<file path="src/rtl/sar_pkg.sv">
package sar_pkg;

    typedef enum logic [1:0] {
        SEQ_IDLE  = 2'd0,
        SEQ_SETUP = 2'd1,
        SEQ_CONV  = 2'd2
    } seq_state_e;

    localparam logic [1:0] ADDR_CTRL   = 2'd0;
    localparam logic [1:0] ADDR_RES_HI = 2'd1;
    localparam logic [1:0] ADDR_RES_LO = 2'd2;

    localparam int RATE_W = 2;

endpackage

</file>
<file path="src/rtl/sar_prescaler.sv">
module sar_prescaler #(
    parameter int DIV_S0 = 16,
    parameter int DIV_S1 = 8,
    parameter int DIV_S2 = 4,
    parameter int DIV_S3 = 1
) (
    input  logic                      clk,
    input  logic                      rst_n,
    input  logic                      run,
    input  logic [sar_pkg::RATE_W-1:0] rate_sel,
    output logic                      tick
);
    localparam int CNT_W = (DIV_S0 > 1) ? $clog2(DIV_S0) : 1;

    typedef struct packed {
        logic [CNT_W-1:0] cnt;
    } pre_t;

    pre_t             st_d, st_q;
    logic [CNT_W-1:0] last;

    always_comb begin
        case (rate_sel)
            2'd0:    last = CNT_W'(DIV_S0 - 1);
            2'd1:    last = CNT_W'(DIV_S1 - 1);
            2'd2:    last = CNT_W'(DIV_S2 - 1);
            default: last = CNT_W'(DIV_S3 - 1);
        endcase
        tick = run && (st_q.cnt == last);
        st_d = st_q;
        if (!run || tick) begin
            st_d.cnt = '0;
        end else begin
            st_d.cnt = st_q.cnt + CNT_W'(1);
        end
    end

    always_ff @(posedge clk or negedge rst_n) begin
        if (!rst_n) begin
            st_q <= '0;
        end else begin
            st_q <= st_d;
        end
    end

endmodule

</file>
<file path="src/rtl/sar_sequencer.sv">
module sar_sequencer #(
    parameter int RES_BITS      = 10,
    parameter int SETUP_TICKS   = 10,
    parameter int TICKS_PER_BIT = 4,
    parameter int CHAN_BITS     = 3
) (
    input  logic                       clk,
    input  logic                       rst_n,
    input  logic                       start_req,
    input  logic                       tick,
    input  logic                       cmp_in,
    input  logic [CHAN_BITS-1:0]       chan_field,
    input  logic [sar_pkg::RATE_W-1:0] rate_field,
    output logic                       busy,
    output logic                       go,
    output logic                       done,
    output logic [RES_BITS-1:0]        result,
    output logic [RES_BITS-1:0]        dac_code,
    output logic [CHAN_BITS-1:0]       chan_sel,
    output logic [sar_pkg::RATE_W-1:0] rate_sel
);
    import sar_pkg::*;

    localparam int MAX_TICKS = (SETUP_TICKS > TICKS_PER_BIT) ? SETUP_TICKS : TICKS_PER_BIT;
    localparam int TCNT_W    = $clog2(MAX_TICKS + 1);
    localparam int IDX_W     = (RES_BITS > 1) ? $clog2(RES_BITS) : 1;
    localparam logic [TCNT_W-1:0] SETUP_LAST = TCNT_W'(SETUP_TICKS - 1);
    localparam logic [TCNT_W-1:0] BIT_LAST   = TCNT_W'(TICKS_PER_BIT - 1);
    localparam logic [IDX_W-1:0]  MSB_IDX    = IDX_W'(RES_BITS - 1);

    typedef struct packed {
        seq_state_e           state;
        logic [TCNT_W-1:0]    tcnt;
        logic [IDX_W-1:0]     idx;
        logic [RES_BITS-1:0]  work;
        logic [RES_BITS-1:0]  result;
        logic [CHAN_BITS-1:0] chan;
        logic [RATE_W-1:0]    rate;
    } seq_t;

    seq_t                st_d, st_q;
    logic [RES_BITS-1:0] trial_bit;
    logic [RES_BITS-1:0] decided;

    always_comb begin
        st_d      = st_q;
        go        = 1'b0;
        done      = 1'b0;
        trial_bit = RES_BITS'(1) << st_q.idx;
        decided   = cmp_in ? (st_q.work | trial_bit) : st_q.work;

        case (st_q.state)
            SEQ_IDLE: begin
                if (start_req) begin
                    go         = 1'b1;
                    st_d.state = SEQ_SETUP;
                    st_d.tcnt  = '0;
                    st_d.work  = '0;
                    st_d.idx   = MSB_IDX;
                    st_d.chan  = chan_field;
                    st_d.rate  = rate_field;
                end
            end
            SEQ_SETUP: begin
                if (tick) begin
                    if (st_q.tcnt == SETUP_LAST) begin
                        st_d.state = SEQ_CONV;
                        st_d.tcnt  = '0;
                        st_d.idx   = MSB_IDX;
                    end else begin
                        st_d.tcnt = st_q.tcnt + TCNT_W'(1);
                    end
                end
            end
            SEQ_CONV: begin
                if (tick) begin
                    if (st_q.tcnt == BIT_LAST) begin
                        st_d.tcnt = '0;
                        st_d.work = decided;
                        if (st_q.idx == '0) begin
                            done        = 1'b1;
                            st_d.result = decided;
                            st_d.state  = SEQ_IDLE;
                        end else begin
                            st_d.idx = st_q.idx - IDX_W'(1);
                        end
                    end else begin
                        st_d.tcnt = st_q.tcnt + TCNT_W'(1);
                    end
                end
            end
            default: st_d.state = SEQ_IDLE;
        endcase
    end

    always_ff @(posedge clk or negedge rst_n) begin
        if (!rst_n) begin
            st_q <= '{state: SEQ_IDLE, default: '0};
        end else begin
            st_q <= st_d;
        end
    end

    assign busy     = (st_q.state != SEQ_IDLE);
    assign result   = st_q.result;
    assign dac_code = (st_q.state == SEQ_CONV) ? (st_q.work | trial_bit) : '0;
    assign chan_sel = st_q.chan;
    assign rate_sel = st_q.rate;

endmodule

</file>
<file path="src/rtl/sar_regs.sv">
module sar_regs #(
    parameter int RES_BITS  = 10,
    parameter int CHAN_BITS = 3
) (
    input  logic                       clk,
    input  logic                       rst_n,
    input  logic                       bus_wr,
    input  logic [1:0]                 bus_addr,
    input  logic [7:0]                 bus_wdata,
    output logic [7:0]                 bus_rdata,
    input  logic                       busy,
    input  logic                       go,
    input  logic                       done,
    input  logic [RES_BITS-1:0]        result,
    output logic                       start_req,
    output logic                       eoc,
    output logic [CHAN_BITS-1:0]       chan_field,
    output logic [sar_pkg::RATE_W-1:0] rate_field
);
    import sar_pkg::*;

    localparam int LO_W = RES_BITS - 8;

    typedef struct packed {
        logic [CHAN_BITS-1:0] chan;
        logic [RATE_W-1:0]    rate;
        logic                 start;
        logic                 eoc;
    } ctrl_t;

    ctrl_t st_d, st_q;
    logic  ctrl_wr;
    logic  unused_wbits;

    assign unused_wbits = ^{bus_wdata[7], bus_wdata[3]};

    always_comb begin
        st_d    = st_q;
        ctrl_wr = bus_wr && (bus_addr == ADDR_CTRL);
        if (ctrl_wr) begin
            st_d.chan = bus_wdata[4 +: CHAN_BITS];
            st_d.rate = bus_wdata[2:1];
            if (bus_wdata[0] && !busy) begin
                st_d.start = 1'b1;
                st_d.eoc   = 1'b0;
            end
        end
        if (go) begin
            st_d.start = 1'b0;
        end
        if (done) begin
            st_d.eoc = 1'b1;
        end
    end

    always_ff @(posedge clk or negedge rst_n) begin
        if (!rst_n) begin
            st_q <= '0;
        end else begin
            st_q <= st_d;
        end
    end

    always_comb begin
        case (bus_addr)
            ADDR_CTRL:   bus_rdata = {1'b0, st_q.chan, st_q.eoc, st_q.rate, st_q.start};
            ADDR_RES_HI: bus_rdata = result[RES_BITS-1 -: 8];
            ADDR_RES_LO: bus_rdata = {{(8-LO_W){1'b0}}, result[LO_W-1:0]};
            default:     bus_rdata = 8'h00;
        endcase
    end

    assign start_req  = st_q.start;
    assign eoc        = st_q.eoc;
    assign chan_field = st_q.chan;
    assign rate_field = st_q.rate;

endmodule

</file>
<file path="src/rtl/sar_adc_ctrl.sv">
module sar_adc_ctrl #(
    parameter int RES_BITS      = 10,
    parameter int SETUP_TICKS   = 10,
    parameter int TICKS_PER_BIT = 4,
    parameter int CHAN_BITS     = 3,
    parameter int DIV_S0        = 16,
    parameter int DIV_S1        = 8,
    parameter int DIV_S2        = 4,
    parameter int DIV_S3        = 1
) (
    input  logic                 clk,
    input  logic                 rst_n,
    input  logic                 bus_wr,
    input  logic [1:0]           bus_addr,
    input  logic [7:0]           bus_wdata,
    output logic [7:0]           bus_rdata,
    input  logic                 cmp_in,
    output logic [RES_BITS-1:0]  dac_code,
    output logic [CHAN_BITS-1:0] chan_sel
);
    import sar_pkg::*;

    logic                 seq_busy;
    logic                 seq_go;
    logic                 seq_done;
    logic                 pre_tick;
    logic                 ctrl_start;
    logic                 ctrl_eoc;
    logic [RES_BITS-1:0]  seq_result;
    logic [CHAN_BITS-1:0] ctrl_chan;
    logic [RATE_W-1:0]    ctrl_rate;
    logic [RATE_W-1:0]    run_rate;

    sar_regs #(
        .RES_BITS  (RES_BITS),
        .CHAN_BITS (CHAN_BITS)
    ) u_regs (
        .clk        (clk),
        .rst_n      (rst_n),
        .bus_wr     (bus_wr),
        .bus_addr   (bus_addr),
        .bus_wdata  (bus_wdata),
        .bus_rdata  (bus_rdata),
        .busy       (seq_busy),
        .go         (seq_go),
        .done       (seq_done),
        .result     (seq_result),
        .start_req  (ctrl_start),
        .eoc        (ctrl_eoc),
        .chan_field (ctrl_chan),
        .rate_field (ctrl_rate)
    );

    sar_prescaler #(
        .DIV_S0 (DIV_S0),
        .DIV_S1 (DIV_S1),
        .DIV_S2 (DIV_S2),
        .DIV_S3 (DIV_S3)
    ) u_pre (
        .clk      (clk),
        .rst_n    (rst_n),
        .run      (seq_busy),
        .rate_sel (run_rate),
        .tick     (pre_tick)
    );

    sar_sequencer #(
        .RES_BITS      (RES_BITS),
        .SETUP_TICKS   (SETUP_TICKS),
        .TICKS_PER_BIT (TICKS_PER_BIT),
        .CHAN_BITS     (CHAN_BITS)
    ) u_seq (
        .clk        (clk),
        .rst_n      (rst_n),
        .start_req  (ctrl_start),
        .tick       (pre_tick),
        .cmp_in     (cmp_in),
        .chan_field (ctrl_chan),
        .rate_field (ctrl_rate),
        .busy       (seq_busy),
        .go         (seq_go),
        .done       (seq_done),
        .result     (seq_result),
        .dac_code   (dac_code),
        .chan_sel   (chan_sel),
        .rate_sel   (run_rate)
    );

endmodule

</file>
<file path="config.mk">
export PLATFORM = sky130hd
export DESIGN_NAME = sar_adc_ctrl
export DESIGN_NICKNAME = d
export VERILOG_FILES = /design/src/rtl/sar_pkg.sv /design/src/rtl/sar_prescaler.sv /design/src/rtl/sar_sequencer.sv /design/src/rtl/sar_regs.sv /design/src/rtl/sar_adc_ctrl.sv
export SDC_FILE = /design/constraint.sdc
export NUM_CORES = 1
export LEC_CHECK = 0
export BUFFER_PORTS_ARGS = -buffer_cell sky130_fd_sc_hd__buf_4
export CORE_MARGIN = 3
export CORE_UTILIZATION = 55
export CTS_CLUSTER_SIZE = 24
export DETAILED_ROUTE_END_ITERATION = 7
export GPL_TIMING_DRIVEN = 0
export PLACE_DENSITY = 0.8
export SLEW_MARGIN = 30
export SYNTH_ARGS = -nofsm -noshare
export SYNTH_HDL_FRONTEND = slang
export SYNTH_SLANG_ARGS = --single-unit
</file>
<file path="constraint.sdc">
create_clock -name clk -period 3 [get_ports clk]
set_clock_uncertainty 0.2 [all_clocks]
set_input_delay 0.6 -clock clk [delete_from_list [all_inputs] [get_ports clk]]
set_output_delay 0.6 -clock clk [all_outputs]
set_load 0.1 [all_outputs]
</file>
# --- Word-level counts from Yosys, hierarchy flattened ---
# Index checks and enable logic that the tools add are counted.
word_totals:
  wordCells: 87
  register_bits: 46
  out_inout_bits: 21
  input_bits: 14
classes:
  eq_ne: 16
  n_addsub: 3
  n_mux: 30
  bitwise: 1
  n_reduce_logical: 24
  shift: 1
ops:
  columns: ["cell", "n"]
  rows:
  - ["8-bit case mux with 3 select lines", 2]
  - ["10-bit 2-to-1 mux", 4]
  - ["30-bit 2-to-1 mux", 1]
  - ["24-bit 2-to-1 mux", 1]
  - ["20-bit 2-to-1 mux", 1]
  - ["4-bit 2-to-1 mux", 5]
  - ["10-bit case mux with 2 select lines", 1]
  - ["4-bit case mux with 3 select lines", 1]
  - ["4-bit AND reduction", 3]
  - ["2-bit nonzero test", 6]
  - ["2-bit 2-to-1 mux", 5]
  - ["10-bit bitwise OR", 1]
  - ["1-bit by 4-bit << shifter with 10-bit output (first input constant)", 1]
  - ["4-bit by 1-bit adder with 4-bit output (second input constant)", 2]
  - ["1-bit 2-to-1 mux", 8]
  - ["2-bit != test (second input constant)", 4]
  - ["7-bit AND reduction", 1]
  - ["2-bit by 1-bit equality test with 1-bit output (second input constant)", 3]
  - ["2-bit equality test (second input constant)", 3]
  - ["2-bit zero test", 3]
  - ["2-bit by 1-bit != test with 1-bit output (second input constant)", 3]
  - ["2-bit case mux with 3 select lines", 1]
  - ["2-bit AND reduction", 3]
  - ["6-bit AND reduction", 1]
  - ["9 further kinds", 11]

# --- Logic depth before layout (Yosys ltp) ---
logic_depth:
  depth_word: 8
  depth_mapped: 10
  ltp_nobuf: 8

# --- Hierarchy ---
# From an unflattened synthesis, not the netlist that was laid out.
unflattened:
  hier_cells: 269
  area_unflattened_um2: 2680.1
by_module_without_submodules:
  columns: ["mod", "seq_area_each_um2", "n_inst", "cells_per_inst", "area_each_um2"]
  rows:
  - ["sar_sequencer", 875.8, 1, 211, 2019.4]
  - ["sar_regs", 175.2, 1, 37, 424.2]
  - ["sar_prescaler", 100.1, 1, 21, 236.5]

# --- Worst setup path after synthesis ---
# Ideal clock, no wire load.
synth_timing:
  path_kind: "input -> output"
  from: "in bus_addr[0]"
  to: "out bus_rdata[0]"
  n_path_buf: 1
  slack_ps: -1027
  t_arrival_ps: 3227
  required_time_ps: 2200
  stages: 3
  cell_sequence: "clkbuf_1 > mux2i_1 > o21ai_0"
synth_via:
  elab_chain_cells: 2
  elab_cells_between_ends: 4
  classes_between: "eq/ne (2); mux (1); reduce/logical (1)"
synth_rtl:
  columns: ["item", "line", "rtl"]
  rows:
  - ["from (decl)", "sar_adc_ctrl.sv:14", "input logic [1:0] bus_addr,"]
  - ["2-bit equality test, or another cell as far along", "sar_regs.sv:65", "case (bus_addr)"]
  - ["8-bit case mux with 3 select lines *", "sar_regs.sv:65", null]
  - ["to (decl)", "sar_adc_ctrl.sv:16", "output logic [7:0] bus_rdata,"]
# Mark *: on every way between the ends. The rest lies on a longest branch, timed or not.

# --- Final worst setup path ---
layout_timing:
  from: "reg u_seq.st_q[33] (netlist name)"
  to: "out dac_code[6]"
layout_via:
  elab_chain_cells: 2
layout_rtl:
  columns: ["item", "line", "rtl"]
  rows:
  - ["from (decl)", "sar_sequencer.sv:41", "seq_t st_d, st_q;"]
  - ["from (signal assigned)", "sar_sequencer.sv:100", "st_q <= st_d;"]
  - ["2-bit equality test", "sar_sequencer.sv:106", "assign dac_code = (st_q.state == SEQ_CONV) ? (st_q.work | trial_bit) : '0;"]
  - ["10-bit 2-to-1 mux", "sar_sequencer.sv:106", null]
  - ["to (decl)", "sar_adc_ctrl.sv:18", "output logic [RES_BITS-1:0] dac_code,"]
# No other way between the ends.

==> summary.md <==
| Metric | Value |
|---|---|
| Via count | `2044` |
| Die Area | `5490 sq um` |
| Final critical-path required period | `2.80 ns` |
| Async set-or-reset flop fraction in the synthesized netlist | `100%` |
| Syn-to-layout area delta | `17.4%` |
| Critical path origin | `u_seq.st_q[33]` |
| Top cells by count, synth | `dfrtp_1, nor2_1, nand2_1` |
| CP Launch Type | `register` |
| Clock network power share | `35.6%` |
| CP endpoint kind | `output port` |
| CTS Sinks | `46` |
| Mapped Avg Cell Area | `9.55 sq um` |
| Path depth of the worst reg2reg path | `8` |
| Reg-to-Reg End | `u_seq.result[4]` |
| Antenna violations before repair | `0` |
| Routed Antenna Nets | `0` |
| Worst setup path endpoint | `dac_code[6]` |
| Net Count, Synth | `294` |
| Critical path fanouts, max | `10` |
| DRC viols | `0` |
| Status | `finished, final reports clean` |
| RSZ-0062 raised after global routing | `false` |
| Crit path kind | `register to output port` |
| Top FF cell, synth | `dfrtp_1` |
| Count of input and output buffers | `29` |
| Peak VDD IR | `0.356 mV` |
| Die H | `74.1 um` |
| Final period utilization | `93.2%` |
| Net Sw Frac | `28.2%` |
| Post-Syn Instances | `267` |
| Final GP Congestion | `0.822` |
| Cts hold-fix bufs | `0` |
| Num ports | `35` |
| Dpl hpwl | `3990 um` |
| Max clock buf depth | `2` |
| Core area | `4410 sq um` |
| TritonCTS Buffers | `5` |
| Antenna fix cells | `0` |
| Initial core utilization | `57.8%` |
| Final nets | `330` |
| Worst hold path type | `primary input to asynchronous set/reset pin` |
| Critical Path RT | `2.20 ns` |
| Post_cts resized | `0` |
| Reg2reg setup slack | `0.62 ns` |
| Tot GR Track Use | `21.5%` |
| Final Max Tran Viols | `0` |
| Wire length per cell | `15.1 um` |
| Count leader, synth | `dfrtp_1` |
| Clk root buf | `clkbuf_8` |
| Row cnt | `24` |
| Synth area leader | `dfrtp_1` |
| Yosys Warn Count | `0` |
| Clk Latency, worst-skew pair | `0.31 ns` |
| Worst-path clk slew | `0.08 ns` |
| Distinct cells, synth | `46` |
| Power per Cell Area | `513 nW/um^2` |
| Power Internal | `1.10 mW` |
| Final core utilization | `67.8%` |
| Grt total ovfl | `0` |
| Vias per inst | `5.74` |
| Fmax | `358 MHz` |
| CP arrival | `2.00 ns` |
| Register area share after synthesis | `45.1%` |
| Synth area leaders | `dfrtp_1, ha_1, mux2_2, nor2_1, nand2_1` |
| Setup_tns | `0 ns` |
| Slew @ Worst Pin | `0.855 ns` |
| Final Hold Viols | `0` |
| Register share of total power | `47.7%` |
| Max_cap viols | `0` |
| Post-synth top area share | `45.1%` |
| Relative slew slack | `42.9%` |
| Share of post-route cells with drive strength above 1 | `24.0%` |
| Number of synthesized register bits | `46` |
| Die X | `74.1 um` |
| First-pass GRT wire length | `9190 um` |
| # setup viols final | `0` |
| Setup repair bufs after CTS | `0` |
| DRT Pass-1 Iters | `4` |
| Post-synth EDFFs | `0` |
| Leak | `1.37 nW` |
| Final WL | `5370 um` |
| Vias in the first global route | `1952` |
| Pin count of the biggest net entering global routing | `47` |
| Mapped cell area | `2550 sq um` |
| H-tree depth | `2` |
| Combinational group share of total power | `16.7%` |
| Net Switching | `433 uW` |
| Worst R2R Start | `u_pre.st_q[0]` |
| CTS tree | `done` |
| Initial DRC count | `145` |
[worst max-delay path, stage by stage (launching register included)]
cell and delay, ns:
dfrtp_1 0.41, inv_1 0.12, ha_1 0.27, inv_1 0.13, clkbuf_1 0.25, nor2_1 0.20, buf_4 0.31
[flip-flops by register name, indices dropped and copies added, names as in the netlist]
register,count
u_seq.st_q,20
u_seq.result,10
u_pre.st_q,4
u_regs.chan_field,3
u_seq.chan_sel,3
u_regs.rate_field,2
u_seq.rate_sel,2
u_regs.eoc,1
u_regs.start_req,1
[layout make-up]
type / count / area, sq um
Sequential cell: 46 / 1150
Fill cell: 357 / 1420
Multi-Input combinational cell: 195 / 1290
Inverter: 9 / 33.8
Buffer: 17 / 96.3
Timing Repair Buffer: 29 / 218
Tap cell: 52 / 65.1
Clock buffer: 5 / 68.8
Clock inverter: 3 / 68.8
[worst min-delay path by stage]
stage	start	endpoint	slack (ns)	cells past startpoint
2_1_floorplan	rst_n	u_pre.st_q[0]	0.10	0
5_1_grt	rst_n	u_seq.chan_sel[0]	0.13	1
3_3_place_gp	u_seq.result[3]	u_seq.result[3]	0.27	2
6_report	rst_n	u_seq.chan_sel[0]	0.1	1
3_5_place_dp	u_seq.result[5]	u_seq.result[5]	0.28	2
4_1_cts	rst_n	u_seq.st_q[27]	0.11	1
[cells by family (layout without fill, tap and decap cells)]
kind of cell             Yosys count  count (layout)  synth area share, %
multiplexers                      19              19                 8.05
flip-flops                        46              46                 45.1
buffers and inverters             26              63                 5.10
XOR/XNOR                           2               2                0.687
adder cells (fa/ha/maj)           13              13                 6.38
AND/OR/NAND/NOR                   97              97                 19.1
AO/OA/AOI/OAI                     64              64                 15.5
[layout by cell type (no fill, tap or decap), types with 3 or more instances in the layout]
master | Yosys | routed
dfrtp_1 | 46 | 46
buf_4 | 4 | 33
nand2_1 | 29 | 29
nor2_1 | 30 | 24
a21oi_1 | 13 | 13
ha_1 | 13 | 13
mux2_2 | 12 | 12
o21ai_1 | 11 | 11
a31oi_1 | 10 | 10
o21ai_0 | 12 | 10
inv_1 | 9 | 9
clkbuf_1 | 8 | 8
nor3_1 | 8 | 8
mux2i_1 | 7 | 7
nor2_2 | 0 | 6
nor2b_1 | 5 | 5
a41oi_1 | 5 | 5
clkbuf_8 | 0 | 5
o21ai_2 | 2 | 4
nor4_1 | 4 | 4
nand3_1 | 3 | 3
nand2b_1 | 3 | 3
[per-layer routing]
metal  routed length (um)  GRT usage, %  share of wire [%]  up-vias
li1                     -             -                  -     1016
met1                 2530          29.9                 47      974
met2                 2480          34.0                 46       49
met3                  301          4.73                5.6        5
met4                   58          6.04                1.1        0
met5                    0             0                  0        -
[power by group through the flow]
stage | sequential [mW] | clock, mW | combinational [mW]
2_1_floorplan | 0.730 | 0 | 0.203
3_3_place_gp | 0.743 | 0 | 0.251
3_5_place_dp | 0.746 | 0 | 0.258
4_1_cts | 0.733 | 0.558 | 0.260
5_1_grt | 0.744 | 0.578 | 0.285
6_report | 0.733 | 0.547 | 0.257
[through the flow]
stage | instances | power (mW) | hold WS [ns] | cell area, sq um | setup WS [ns]
final | 356 | 1.54 | 0.0959 | 2990 | 0.204
after detailed placement | 348 | 1.00 | 0.277 | 2860 | 0.462
after global routing | 356 | 1.61 | 0.131 | 2990 | 0.0476
after floorplan | 267 | 0.933 | 0.104 | 2570 | -0.0720
after global placement | 348 | 0.993 | 0.267 | 2860 | 0.502
after CTS | 356 | 1.55 | 0.110 | 2990 | 0.199
(Power assumes the default switching activity.)
